==> src/rtl/xfer_fifo_pkg.sv <==
package xfer_fifo_pkg;
  localparam int CFG_W         = 16;
  localparam int CFG_RX_EN_BIT = 15;
  localparam int CFG_HI_LSB    = 8;
  localparam int CFG_TX_EN_BIT = 7;
  localparam int CFG_LO_LSB    = 0;

  typedef enum logic {
    DIR_TX = 1'b0,
    DIR_RX = 1'b1
  } xfer_dir_e;
endpackage

==> src/rtl/xfer_fifo_cfg.sv <==
module xfer_fifo_cfg
  import xfer_fifo_pkg::*;
#(
  parameter int LVL_W = 5
) (
  input  logic             clk_i,
  input  logic             rst_ni,
  input  logic             we_i,
  input  logic [CFG_W-1:0] wdata_i,
  output logic             rx_en_o,
  output logic [LVL_W-1:0] hi_lvl_o,
  output logic             tx_en_o,
  output logic [LVL_W-1:0] lo_lvl_o,
  output logic [CFG_W-1:0] rdata_o
);
  localparam logic [LVL_W-1:0] HI_RST = '1;

  always_ff @(posedge clk_i or negedge rst_ni) begin
    if (!rst_ni) begin
      rx_en_o  <= 1'b0;
      tx_en_o  <= 1'b0;
      hi_lvl_o <= HI_RST;
      lo_lvl_o <= '0;
    end else if (we_i) begin
      rx_en_o  <= wdata_i[CFG_RX_EN_BIT];
      tx_en_o  <= wdata_i[CFG_TX_EN_BIT];
      hi_lvl_o <= wdata_i[CFG_HI_LSB +: LVL_W];
      lo_lvl_o <= wdata_i[CFG_LO_LSB +: LVL_W];
    end
  end

  always_comb begin
    rdata_o                        = '0;
    rdata_o[CFG_RX_EN_BIT]         = rx_en_o;
    rdata_o[CFG_TX_EN_BIT]         = tx_en_o;
    rdata_o[CFG_HI_LSB +: LVL_W]   = hi_lvl_o;
    rdata_o[CFG_LO_LSB +: LVL_W]   = lo_lvl_o;
  end
endmodule

==> src/rtl/xfer_fifo_store.sv <==
module xfer_fifo_store #(
  parameter int DW    = 16,
  parameter int DEPTH = 32,
  localparam int AW   = $clog2(DEPTH),
  localparam int CW   = AW + 1
) (
  input  logic          clk_i,
  input  logic          rst_ni,
  input  logic          push_i,
  input  logic [DW-1:0] wdata_i,
  input  logic          pop_i,
  output logic [DW-1:0] rdata_o,
  output logic [CW-1:0] count_o
);
  localparam logic [CW-1:0] FULL = CW'(DEPTH);

  logic [DW-1:0] mem_q [DEPTH];
  logic [AW-1:0] wr_ptr_q, rd_ptr_q;
  logic [CW-1:0] count_q, count_d;
  logic          push_ok, pop_ok;

  // full check is taken before any same-cycle pop
  assign push_ok = push_i && (count_q != FULL);
  assign pop_ok  = pop_i && (count_q != '0);

  always_comb begin
    unique case ({push_ok, pop_ok})
      2'b10:   count_d = count_q + 1'b1;
      2'b01:   count_d = count_q - 1'b1;
      default: count_d = count_q;
    endcase
  end

  always_ff @(posedge clk_i or negedge rst_ni) begin
    if (!rst_ni) begin
      wr_ptr_q <= '0;
      rd_ptr_q <= '0;
      count_q  <= '0;
    end else begin
      if (push_ok) wr_ptr_q <= wr_ptr_q + 1'b1;
      if (pop_ok)  rd_ptr_q <= rd_ptr_q + 1'b1;
      count_q <= count_d;
    end
  end

  always_ff @(posedge clk_i or negedge rst_ni) begin
    if (!rst_ni) begin
      for (int i = 0; i < DEPTH; i++) mem_q[i] <= '0;
    end else if (push_ok) begin
      mem_q[wr_ptr_q] <= wdata_i;
    end
  end

  assign rdata_o = mem_q[rd_ptr_q];
  assign count_o = count_q;

  AST_NO_OVERFLOW: assert property (@(posedge clk_i) disable iff (!rst_ni)
    count_q <= FULL);
  AST_FULL_DROP: assert property (@(posedge clk_i) disable iff (!rst_ni)
    (count_q == FULL && push_i && !pop_i) |=> (count_q == FULL && $stable(wr_ptr_q)));
  AST_EMPTY_HOLD: assert property (@(posedge clk_i) disable iff (!rst_ni)
    (count_q == '0 && pop_i && !push_i) |=> (count_q == '0 && $stable(rd_ptr_q)));
endmodule

==> src/rtl/xfer_fifo_thresh.sv <==
module xfer_fifo_thresh #(
  parameter int LVL_W = 5,
  localparam int CW   = LVL_W + 1
) (
  input  logic             clk_i,
  input  logic             rst_ni,
  input  logic [CW-1:0]    count_i,
  input  logic             dir_rx_i,
  input  logic             active_i,
  input  logic [LVL_W-1:0] hi_lvl_i,
  input  logic [LVL_W-1:0] lo_lvl_i,
  input  logic             rx_en_i,
  input  logic             tx_en_i,
  output logic             rx_dreq_o,
  output logic             tx_dreq_o,
  output logic             hi_flag_o,
  output logic             lo_flag_o
);
  logic quiet, rx_hit, tx_hit;

  assign quiet  = !active_i && (count_i == '0);
  assign rx_hit = !quiet && dir_rx_i && (count_i > {1'b0, hi_lvl_i});
  assign tx_hit = !quiet && !dir_rx_i && (count_i < {1'b0, lo_lvl_i});

  // hit is steered to exactly one of request or flag
  assign rx_dreq_o = rx_hit && rx_en_i;
  assign hi_flag_o = rx_hit && !rx_en_i;
  assign tx_dreq_o = tx_hit && tx_en_i;
  assign lo_flag_o = tx_hit && !tx_en_i;

  AST_RX_EXCL: assert property (@(posedge clk_i) disable iff (!rst_ni)
    !(rx_dreq_o && hi_flag_o));
  AST_TX_EXCL: assert property (@(posedge clk_i) disable iff (!rst_ni)
    !(tx_dreq_o && lo_flag_o));
  AST_DIR_SPLIT: assert property (@(posedge clk_i) disable iff (!rst_ni)
    !((rx_dreq_o || hi_flag_o) && (tx_dreq_o || lo_flag_o)));
endmodule

==> src/rtl/xfer_fifo.sv <==
module xfer_fifo
  import xfer_fifo_pkg::*;
#(
  parameter int DW    = 16,
  parameter int DEPTH = 32,
  localparam int LVL_W = $clog2(DEPTH),
  localparam int CW    = LVL_W + 1
) (
  input  logic             clk_i,
  input  logic             rst_ni,
  input  logic             dir_rx_i,
  input  logic             xfer_active_i,
  input  logic             cfg_we_i,
  input  logic [CFG_W-1:0] cfg_wdata_i,
  output logic [CFG_W-1:0] cfg_rdata_o,
  input  logic             cpu_wr_i,
  input  logic [DW-1:0]    cpu_wdata_i,
  input  logic             cpu_rd_i,
  input  logic             card_push_i,
  input  logic [DW-1:0]    card_wdata_i,
  input  logic             card_pop_i,
  output logic [DW-1:0]    rdata_o,
  output logic [CW-1:0]    level_o,
  output logic             rx_dreq_o,
  output logic             tx_dreq_o,
  output logic             afull_flag_o,
  output logic             aempty_flag_o
);
  xfer_dir_e        dir;
  logic             push, pop;
  logic [DW-1:0]    push_data;
  logic             rx_en, tx_en;
  logic [LVL_W-1:0] hi_lvl, lo_lvl;

  assign dir = xfer_dir_e'(dir_rx_i);

  always_comb begin
    if (dir == DIR_RX) begin
      push      = card_push_i;
      push_data = card_wdata_i;
      pop       = cpu_rd_i;
    end else begin
      push      = cpu_wr_i;
      push_data = cpu_wdata_i;
      pop       = card_pop_i;
    end
  end

  xfer_fifo_cfg #(.LVL_W(LVL_W)) u_cfg (
    .clk_i    (clk_i),
    .rst_ni   (rst_ni),
    .we_i     (cfg_we_i),
    .wdata_i  (cfg_wdata_i),
    .rx_en_o  (rx_en),
    .hi_lvl_o (hi_lvl),
    .tx_en_o  (tx_en),
    .lo_lvl_o (lo_lvl),
    .rdata_o  (cfg_rdata_o)
  );

  xfer_fifo_store #(.DW(DW), .DEPTH(DEPTH)) u_store (
    .clk_i   (clk_i),
    .rst_ni  (rst_ni),
    .push_i  (push),
    .wdata_i (push_data),
    .pop_i   (pop),
    .rdata_o (rdata_o),
    .count_o (level_o)
  );

  xfer_fifo_thresh #(.LVL_W(LVL_W)) u_thresh (
    .clk_i     (clk_i),
    .rst_ni    (rst_ni),
    .count_i   (level_o),
    .dir_rx_i  (dir_rx_i),
    .active_i  (xfer_active_i),
    .hi_lvl_i  (hi_lvl),
    .lo_lvl_i  (lo_lvl),
    .rx_en_i   (rx_en),
    .tx_en_i   (tx_en),
    .rx_dreq_o (rx_dreq_o),
    .tx_dreq_o (tx_dreq_o),
    .hi_flag_o (afull_flag_o),
    .lo_flag_o (aempty_flag_o)
  );

  AST_IDLE_QUIET: assert property (@(posedge clk_i) disable iff (!rst_ni)
    (!xfer_active_i && level_o == '0) |-> !(rx_dreq_o || tx_dreq_o || afull_flag_o || aempty_flag_o));
  AST_RX_EN_CLEARS: assert property (@(posedge clk_i) disable iff (!rst_ni)
    (cfg_we_i && cfg_wdata_i[CFG_RX_EN_BIT]) |=> !afull_flag_o);
  AST_TX_EN_CLEARS: assert property (@(posedge clk_i) disable iff (!rst_ni)
    (cfg_we_i && cfg_wdata_i[CFG_TX_EN_BIT]) |=> !aempty_flag_o);
endmodule

==> config.mk <==
export PLATFORM = sky130hd
export DESIGN_NAME = xfer_fifo
export DESIGN_NICKNAME = d
export VERILOG_FILES = /design/src/rtl/xfer_fifo_pkg.sv /design/src/rtl/xfer_fifo_cfg.sv /design/src/rtl/xfer_fifo_store.sv /design/src/rtl/xfer_fifo_thresh.sv /design/src/rtl/xfer_fifo.sv
export SDC_FILE = /design/constraint.sdc
export NUM_CORES = 1
export LEC_CHECK = 0
export BUFFER_PORTS_ARGS = -buffer_cell sky130_fd_sc_hd__buf_2
export CAP_MARGIN = 20
export CELL_PAD_IN_SITES_DETAIL_PLACEMENT = 1
export CELL_PAD_IN_SITES_GLOBAL_PLACEMENT = 1
export CORE_MARGIN = 2
export CORE_UTILIZATION = 28
export DETAILED_ROUTE_END_ITERATION = 7
export PLACE_DENSITY_LB_ADDON = 0.25
export SYNTH_ARGS = -nofsm -noshare
export SYNTH_HDL_FRONTEND = slang
export SYNTH_SLANG_ARGS = --single-unit
export TNS_END_PERCENT = 5
==> constraint.sdc <==
create_clock -name clk_i -period 3.09 [get_ports clk_i]
set_input_delay 0.309 -clock clk_i [delete_from_list [all_inputs] [get_ports clk_i]]
set_output_delay 0.309 -clock clk_i [all_outputs]
set_load 0.02 [all_outputs]
==> results of run 1 <==
[final timing paths]
kind,startpoint,endpoint,slack [ns]
min in group asynchronous,rst_ni,u_store.mem_q[55]$_DFFE_PN0P_,0.26
setup reg to reg,u_store.count_o[3]$_DFFE_PN0P_,u_store.count_o[4]$_DFFE_PN0P_,0.39
setup / recovery,u_store.rd_ptr_q[0]$_DFFE_PN0P_,rdata_o[3],0.002
max in group asynchronous,rst_ni,u_store.mem_q[358]$_DFFE_PN0P_,1.85
hold reg to reg,u_store.mem_q[74]$_DFFE_PN0P_,u_store.mem_q[74]$_DFFE_PN0P_,0.50
hold / removal,cfg_we_i,u_cfg.hi_lvl_o[4]$_DFFE_PN1P_,0.07
[per-layer routing]
| metal | GRT usage, % | up-vias | share of wire [%] |
|---|---|---|---|
| met5 | 0 | - | 0 |
| met4 | 4.27 | 0 | 2.3 |
| met3 | 2.14 | 89 | 3.6 |
| met2 | 25.8 | 251 | 48 |
| met1 | 21.6 | 7933 | 46 |
| li1 | - | 6219 | - |
[area by class of cell]
cell class,instances,area (um^2),share of cell area (%)
inverters,14,52.6,0.177
flip-flops and latches,540,13500,45.6
well taps,1165,1460,4.91
multi-input cells,907,10800,36.6
repair buffers,208,1740,5.86
clock buffers,92,1860,6.28
clock inverters,17,173,0.582
[sequential cells by signal (all words and copies together) (netlist names)]
name and flops:
u_cfg.tx_en_o 1, u_cfg.lo_lvl_o 5, u_store.mem_q 512, u_cfg.hi_lvl_o 5
u_store.wr_ptr_q 5, u_store.rd_ptr_q 5, u_cfg.rx_en_o 1, u_store.count_o 6
[power by group through the flow]
| stage | clock (mW) | combinational [mW] | sequential, mW |
|---|---|---|---|
| after detailed placement | 0 | 11.8 | 11.8 |
| after CTS | 7.57 | 12.3 | 11.6 |
| after global routing | 7.85 | 13.4 | 11.9 |
| after global placement | 0 | 11.5 | 11.5 |
| final | 7.35 | 12.4 | 11.5 |
| after floorplan | 0 | 8.07 | 11.0 |
[worst max-delay path, delay by kind of cell, from the launching register on]
kind / cells / cell delay (ns)
AOI/OAI and AO/OA: 1 / 0.45
buffers and inverters: 4 / 0.65
DFF: 1 / 0.47
muxes: 1 / 0.50
and+or+nand+nor: 1 / 0.07
[repair_timing]
action / CTS / global route
buffers inserted: 5 / 3
endpoints found under the hold margin: 70 / 0
pin swaps: 1 / 4
hold buffers: 13 / 0
gates resized for setup: 24 / 17
endpoints found under the setup margin: 16 / 16
[cells in the final DEF (no fill, tap or decap), types with 9 or more instances in the layout]
master,instances
o22ai_2,23
nor2_2,25
clkbuf_1,9
dlygate4sd3_1,13
mux2_2,536
mux4_2,128
nand2_1,16
dfrtp_1,533
inv_1,13
clkbuf_8,22
o22ai_1,41
ha_1,17
clkinv_2,10
buf_12,26
clkbuf_16,61
buf_4,77
o21ai_0,15
buf_2,88
[logic make-up (layout without fill, tap and decap cells)]
group,count (synthesis),after routing,share of synthesized area (%)
compound gates,102,102,2.88
xor+xnor,15,15,0.525
fa+ha+maj,17,17,0.850
buf+inv,163,331,3.59
flops,540,540,54.0
mux,664,664,35.7
other cells,1,4,0.0150
simple gates,105,105,2.46
==> metrics.txt, run 1 <==
run status=finished with violations; failing checks=design-rule violations; MaxCap Viol Count=0; clk_lat worst skew=0.64 ns; Crit. End Element=output pin; Comb pwr share=39.8%; H-tree Lvls=2; most frequent cell after synthesis=mux2_2; Layout area overhead=18.6%; Initial DRC Count=527; crit-path cells=buf_12 -> buf_4 -> mux4_2 -> o22ai_1 -> nor4_2 -> buf_4 -> buf_2; WL final=69700 um; TritonCTS clock tree=yes; dpl cell area=between 20000 and 30000 um^2; post-route antenna net violation count=0; total power=31.3 mW; Slew @ Worst Pin=1.05 ns; Lkg Pwr=13.1 nW; antenna violations before repair=0; post-synth top area share=53.5%; asr flop ratio synth=100%; design area=between 20000 and 30000 um^2; Setup TNS=0 ns; Tcrit/Tclk final=99.9%; Synth Register Bits=540; DPL Wire Length=43800 um; Root Buffer=clkbuf_16; hold path depth=3; total number of vias=14500; YS warnings=0; Filler Cell Count=9043; sequential share of power=36.8%; DRC viols=6; Hold WS=0.0728 ns; number of global-route vias before repair=16600; Site Rows=109; largest net degree at the start of global routing=89; pins over their slew limit=0; # port buffers=90; pre-CTS WS=0.305 ns; Initial Utilization=28.3%; Die H=303 um; R2R depth=10; largest fanout on the critical path=7; Ports=99; Die X=between 300 and 400 um; Worst Path Required=2.78 ns; Netlist cell types=48; first-pass GRT wire length=107000 um; sw frac=33.2%; DR WL/cell=23.7 um; top area cells in the synthesized netlist=dfrtp_1 (54%), mux2_2 (24%), mux4_2 (12%), o22ai_1 (1.6%), clkbuf_1 (1.3%); Via-to-Cell Ratio=a little under 5; clk sink count=540; Final GP Congestion=between 0.7 and 0.8; Longest Clk Path Bufs=3; overall routing resource usage=15.6%; final setup skew=0.0202 ns; Fmax=324 MHz; Yosys top cell by area=dfrtp_1; Die ar.=a little over 90000 um^2; Power Density=1060 nW/um^2; layout cells sized above 1=between 50% and 60%; final worst slack=0.00193 ns; Slew HR=30.0%; Congestion Overflow GR=0; first drt pass iteration count=8; Clk pwr share=a little under a quarter; Final Instance Count excl. Fillers=around 3000; HP Class=primary input to flop; slowest stage cell, crit path=mux4_2; number of diodes=0; final core occ=33.5%; Synth top cells by count=mux2_2 (536), dfrtp_1 (535), mux4_2 (128); Cells after DPL=2813; Internal=20.9 mW; slowest stage delay, CP=0.50 ns; RSZ-0062 raised after global routing=true; Avg Inst Size Synth=15.6 um^2; CP dominant cell by count=buf_4; peak supply drop=501 uV; number of CTS-inserted buffers=60; Core Box Area=88500 um^2; Nets=1805; post-synthesis sequential area ratio=54.0%; Mapped Area=roughly 25000 um^2; critical path type=flop to output pin; Arr. time, crit path=2.78 ns; crit path time final=3.09 ns; Syn Inst Count=1607; dominant synthesized flop cell=dfrtp_1; Setup violations, final=0; Psw=10.4 mW; Post-synth EDFFs=0; clk slew on worst S/H paths=0.06 ns; CP Launch Type=flop; Hold Vio Cnt, Final=0
Note: power is estimated with default switching activity, not from simulation.
==> run 2: changes to the inputs <==
--- a/config.mk
+++ b/config.mk
@@ -5,6 +5,7 @@
 export SDC_FILE = /design/constraint.sdc
 export NUM_CORES = 1
 export LEC_CHECK = 0
+export ABC_AREA = 1
 export BUFFER_PORTS_ARGS = -buffer_cell sky130_fd_sc_hd__buf_2
 export CAP_MARGIN = 20
 export CELL_PAD_IN_SITES_DETAIL_PLACEMENT = 1
==> run 2 against run 1 <==
Against the previous run: the run ends with negative setup slack left; clock skew up 0.0032 ns; via count grew 75%; highest routed layer is now met5; die area rose by 11%; largest power group unchanged; critical path type unchanged; non-clock buffer count up 65.
==> metrics.txt, run 2 <==
Filler Cell Count=11800 (was 9043); largest net degree at the start of global routing=79 (was 89); FF/Latch Area=13500 um^2 (unchanged); post-synthesis sequential area ratio=48.7% (was 54.0%); DPL Wire Length=67200 um (was 43800 um); RSZ-0062 raised after global routing=true (unchanged); Initial Utilization=28.2% (was 28.3%); Synth top cells by count=nand2_1 (1522), nand3_1 (666), dfrtp_1 (535) (was mux2_2 (536), dfrtp_1 (535), mux4_2 (128)); Site Rows=115 (was 109); first-pass GRT wire length=169000 um (was 107000 um); Longest Clk Path Bufs=3 (unchanged); Netlist cell types=37 (was 48); DR WL/cell=22.4 um (was 23.7 um); Layout area overhead=19.5% (was 18.6%); top area cells in the synthesized netlist=dfrtp_1 (48%), nand2_1 (21%), nand3_1 (12%), o21ai_0 (1.9%), a21oi_1 (1.8%) (was dfrtp_1 (54%), mux2_2 (24%), mux4_2 (12%), o22ai_1 (1.6%), clkbuf_1 (1.3%)); Hold WS=0.0897 ns (was 0.0728 ns); total number of vias=25400 (was 14500); slowest stage delay, CP=0.57 ns (was 0.50 ns); Lkg Pwr=16.7 nW (was 13.1 nW); Post-synth EDFFs=0 (unchanged); Slew @ Worst Pin=1.14 ns (was 1.05 ns); most frequent cells in the layout=nand2_1 (1489), nand3_1 (651), dfrtp_1 (533), buf_4 (119), o21ai_0 (103) (was mux2_2 (536), dfrtp_1 (533), mux4_2 (128), buf_2 (88), buf_4 (77)); clk sink count=540 (unchanged); Fmax=316 MHz (was 324 MHz); Die ar.=102000 um^2 (was 91800 um^2); Core Box Area=98300 um^2 (was 88500 um^2); Mapped Area=27700 um^2 (was 25000 um^2); Root Buffer=clkbuf_16 (unchanged); pins over their slew limit=0 (unchanged); final setup skew=0.0235 ns (was 0.0202 ns); hold path depth=3 (unchanged); Synth Register Bits=540 (unchanged); r2r startpoint=u_store.count_o[1]$_DFFE_PN0P_ (was u_store.count_o[3]$_DFFE_PN0P_); MaxCap Viol Count=0 (unchanged); peak supply drop=556 uV (was 501 uV); crit-path cells=buf_12 -> clkinv_16 -> buf_16 -> a21boi_1 -> o211ai_1 -> nand3_1 -> nand2_2 -> buf_6 (was buf_12 -> buf_4 -> mux4_2 -> o22ai_1 -> nor4_2 -> buf_4 -> buf_2); asr flop ratio synth=100% (unchanged); DRC viols=0 (was 6); clk_lat worst skew=0.63 ns (was 0.64 ns); worst min-delay path startpoint=cfg_we_i (unchanged); Arr. time, crit path=2.85 ns (was 2.78 ns); Crit. End Element=output pin (unchanged); largest fanout on the critical path=8 (was 7); Yosys top cell by area=dfrtp_1 (unchanged); Initial DRC Count=1988 (was 527); multi-input logic area=12800 um^2 (was 10800 um^2); first drt pass iteration count=5 (was 8); # port buffers=90 (unchanged); YS warnings=0 (unchanged); Hold Vio Cnt, Final=0 (unchanged); crit path time final=3.16 ns (was 3.09 ns); TritonCTS clock tree=yes (unchanged); Congestion Overflow GR=0 (unchanged); post-synth top area share=48.2% (was 53.5%); HP Class=primary input to flop (unchanged); Via-to-Cell Ratio=5.06 (was 4.92); number of CTS-inserted buffers=69 (was 60); Final GP Congestion=0.789 (was 0.732); Avg Inst Size Synth=7.67 um^2 (was 15.6 um^2); Crit. Startpoint=u_store.rd_ptr_q[0]$_DFFE_PN0P_ (unchanged); pre-CTS WS=0.374 ns (was 0.305 ns); Nets=3757 (was 1805); final worst slack=-0.0735 ns (was 0.00193 ns); Setup violations, final=5 (was 0); antenna violations before repair=2 (was 0); Power Density=1070 nW/um^2 (was 1060 nW/um^2); number of global-route vias before repair=25700 (was 16600); clk slew on worst S/H paths=0.06 ns (about the same); slowest stage cell, crit path=o211ai_1 (was mux4_2); H-tree Lvls=3 (was 2); Top reg by flops=u_store.mem_q (unchanged); commonest non-fill, non-tap cell in the layout=nand2_1 (was mux2_2); CP Launch Type=flop (unchanged); dominant synthesized flop cell=dfrtp_1 (unchanged); number of diodes=0 (unchanged); most frequent cell after synthesis=nand2_1 (was mux2_2); critical path type=flop to output pin (unchanged); Tcrit/Tclk final=102% (was 99.9%); layout cells sized above 1=14.2% (was 58.4%); Ports=99 (unchanged); overall routing resource usage=21.9% (was 15.6%); Worst Path Required=2.78 ns (about the same); Syn Inst Count=3618 (was 1607); Die X=319 um (was 303 um); Die H=319 um (was 303 um); run status=finished with violations (unchanged); post-route antenna net violation count=0 (unchanged); WL final=113000 um (was 69700 um); Slew HR=23.7% (was 30.0%); R2R depth=17 (was 10); max reg flops=512 (unchanged); failing checks=negative setup slack (was design-rule violations)
-- run 2: cell types whose count changed after synthesis, moves of 78 or more --
| cell | previous run | this run |
|---|---|---|
| nand2_1 | 17 | 1522 |
| nand3_1 | 4 | 666 |
| mux2_2 | 536 | 18 |
| mux4_2 | 128 | 0 |
| a21oi_1 | 5 | 101 |
| o21ai_0 | 15 | 106 |
| nor2_1 | 8 | 98 |
| buf_2 | 12 | 90 |
-- run 2: timing repair --
action                                  CTS  global route
resized for setup                        47            70
setup buffers                            10            12
endpoints found under the setup margin   16            16
pin swaps                                17            50
endpoints found under the hold margin    55             0
hold buffers                             13             0
gates cloned                             10             7
-- run 2: stage by stage --
| step | power [mW] | TNS [ns] | cell area, um^2 | util, % | cells |
|---|---|---|---|---|---|
| 3_5_place_dp | 25.5 | 0 | 29800 | 30.3 | 4847 |
| 6_report | 35.5 | -0.165 | 33200 | 33.7 | 5015 |
| 5_1_grt | 37.7 | -0.898 | 33200 | 33.7 | 5015 |
| 4_1_cts | 34.8 | -0.276 | 32600 | 33.2 | 4996 |
| 3_3_place_gp | 25.2 | 0 | 29800 | 30.3 | 4847 |
| 2_1_floorplan | 19.6 | 0 | 27800 | - | 3621 |
-- run 2: layout make-up --
cell class              instances  area share (%)
clock inverters                 9           0.287
well taps                    1287            4.86
inverters                      63           0.842
multi-input cells            2733            38.5
repair buffers                273            8.32
flip-flops and latches        540            40.8
clock buffers                 107            6.26
repair inverters                3           0.143
-- run 2: worst paths after layout --
check | endpoint | slack [ns]
worst max-delay path | rdata_o[3] | -0.07
min in group asynchronous | u_store.mem_q[247]$_DFFE_PN0P_ | 0.20
worst max register to register | u_store.count_o[4]$_DFFE_PN0P_ | 0.38
max in group asynchronous | u_store.mem_q[273]$_DFFE_PN0P_ | 1.73
worst min-delay path | u_cfg.hi_lvl_o[3]$_DFFE_PN1P_ | 0.09
worst min register to register | u_store.mem_q[493]$_DFFE_PN0P_ | 0.47
-- run 2: worst max-delay path, delay by kind of cell, from the launching register on --
family | cells | cell delay (ns)
AO/OA/AOI/OAI | 2 | 0.63
AND/OR/NAND/NOR | 2 | 0.44
flip-flops | 1 | 0.53
buffers and inverters | 4 | 0.59
-- run 2: power by group --
part	switching (mW)	internal, mW
Clock	3.27	4.75
Combinational	10.7	5.32
Sequential	1.60	9.89
Total	15.5	20.0
-- run 2: layer usage --
layer | vias to the layer above | routed length [um] | share of wire (%) | global-route usage (%)
met4 | 2 | 3000 | 2.7 | 6.70
met2 | 442 | 53500 | 48 | 36.0
met3 | 157 | 4270 | 3.8 | 3.31
met1 | 12900 | 51800 | 46 | 29.6
met5 | - | 12 | 0.011 | 0
li1 | 11900 | - | - | -
-- run 2: kinds of logic (layout without fill, tap and decap cells) --
logic type                 count (synthesis)  after routing  synth area share [%]
and+or+nand+nor                         2381           2381                  37.0
DFF                                      540            540                  48.7
buffers and inverters                    348            455                  6.24
AOI/OAI and AO/OA                        307            307                  6.29
muxes                                     18             18                 0.730
adders and majority gates                 17             17                 0.767
xor gates and xnor gates                   6              6                 0.189
other                                      1              4                0.0135
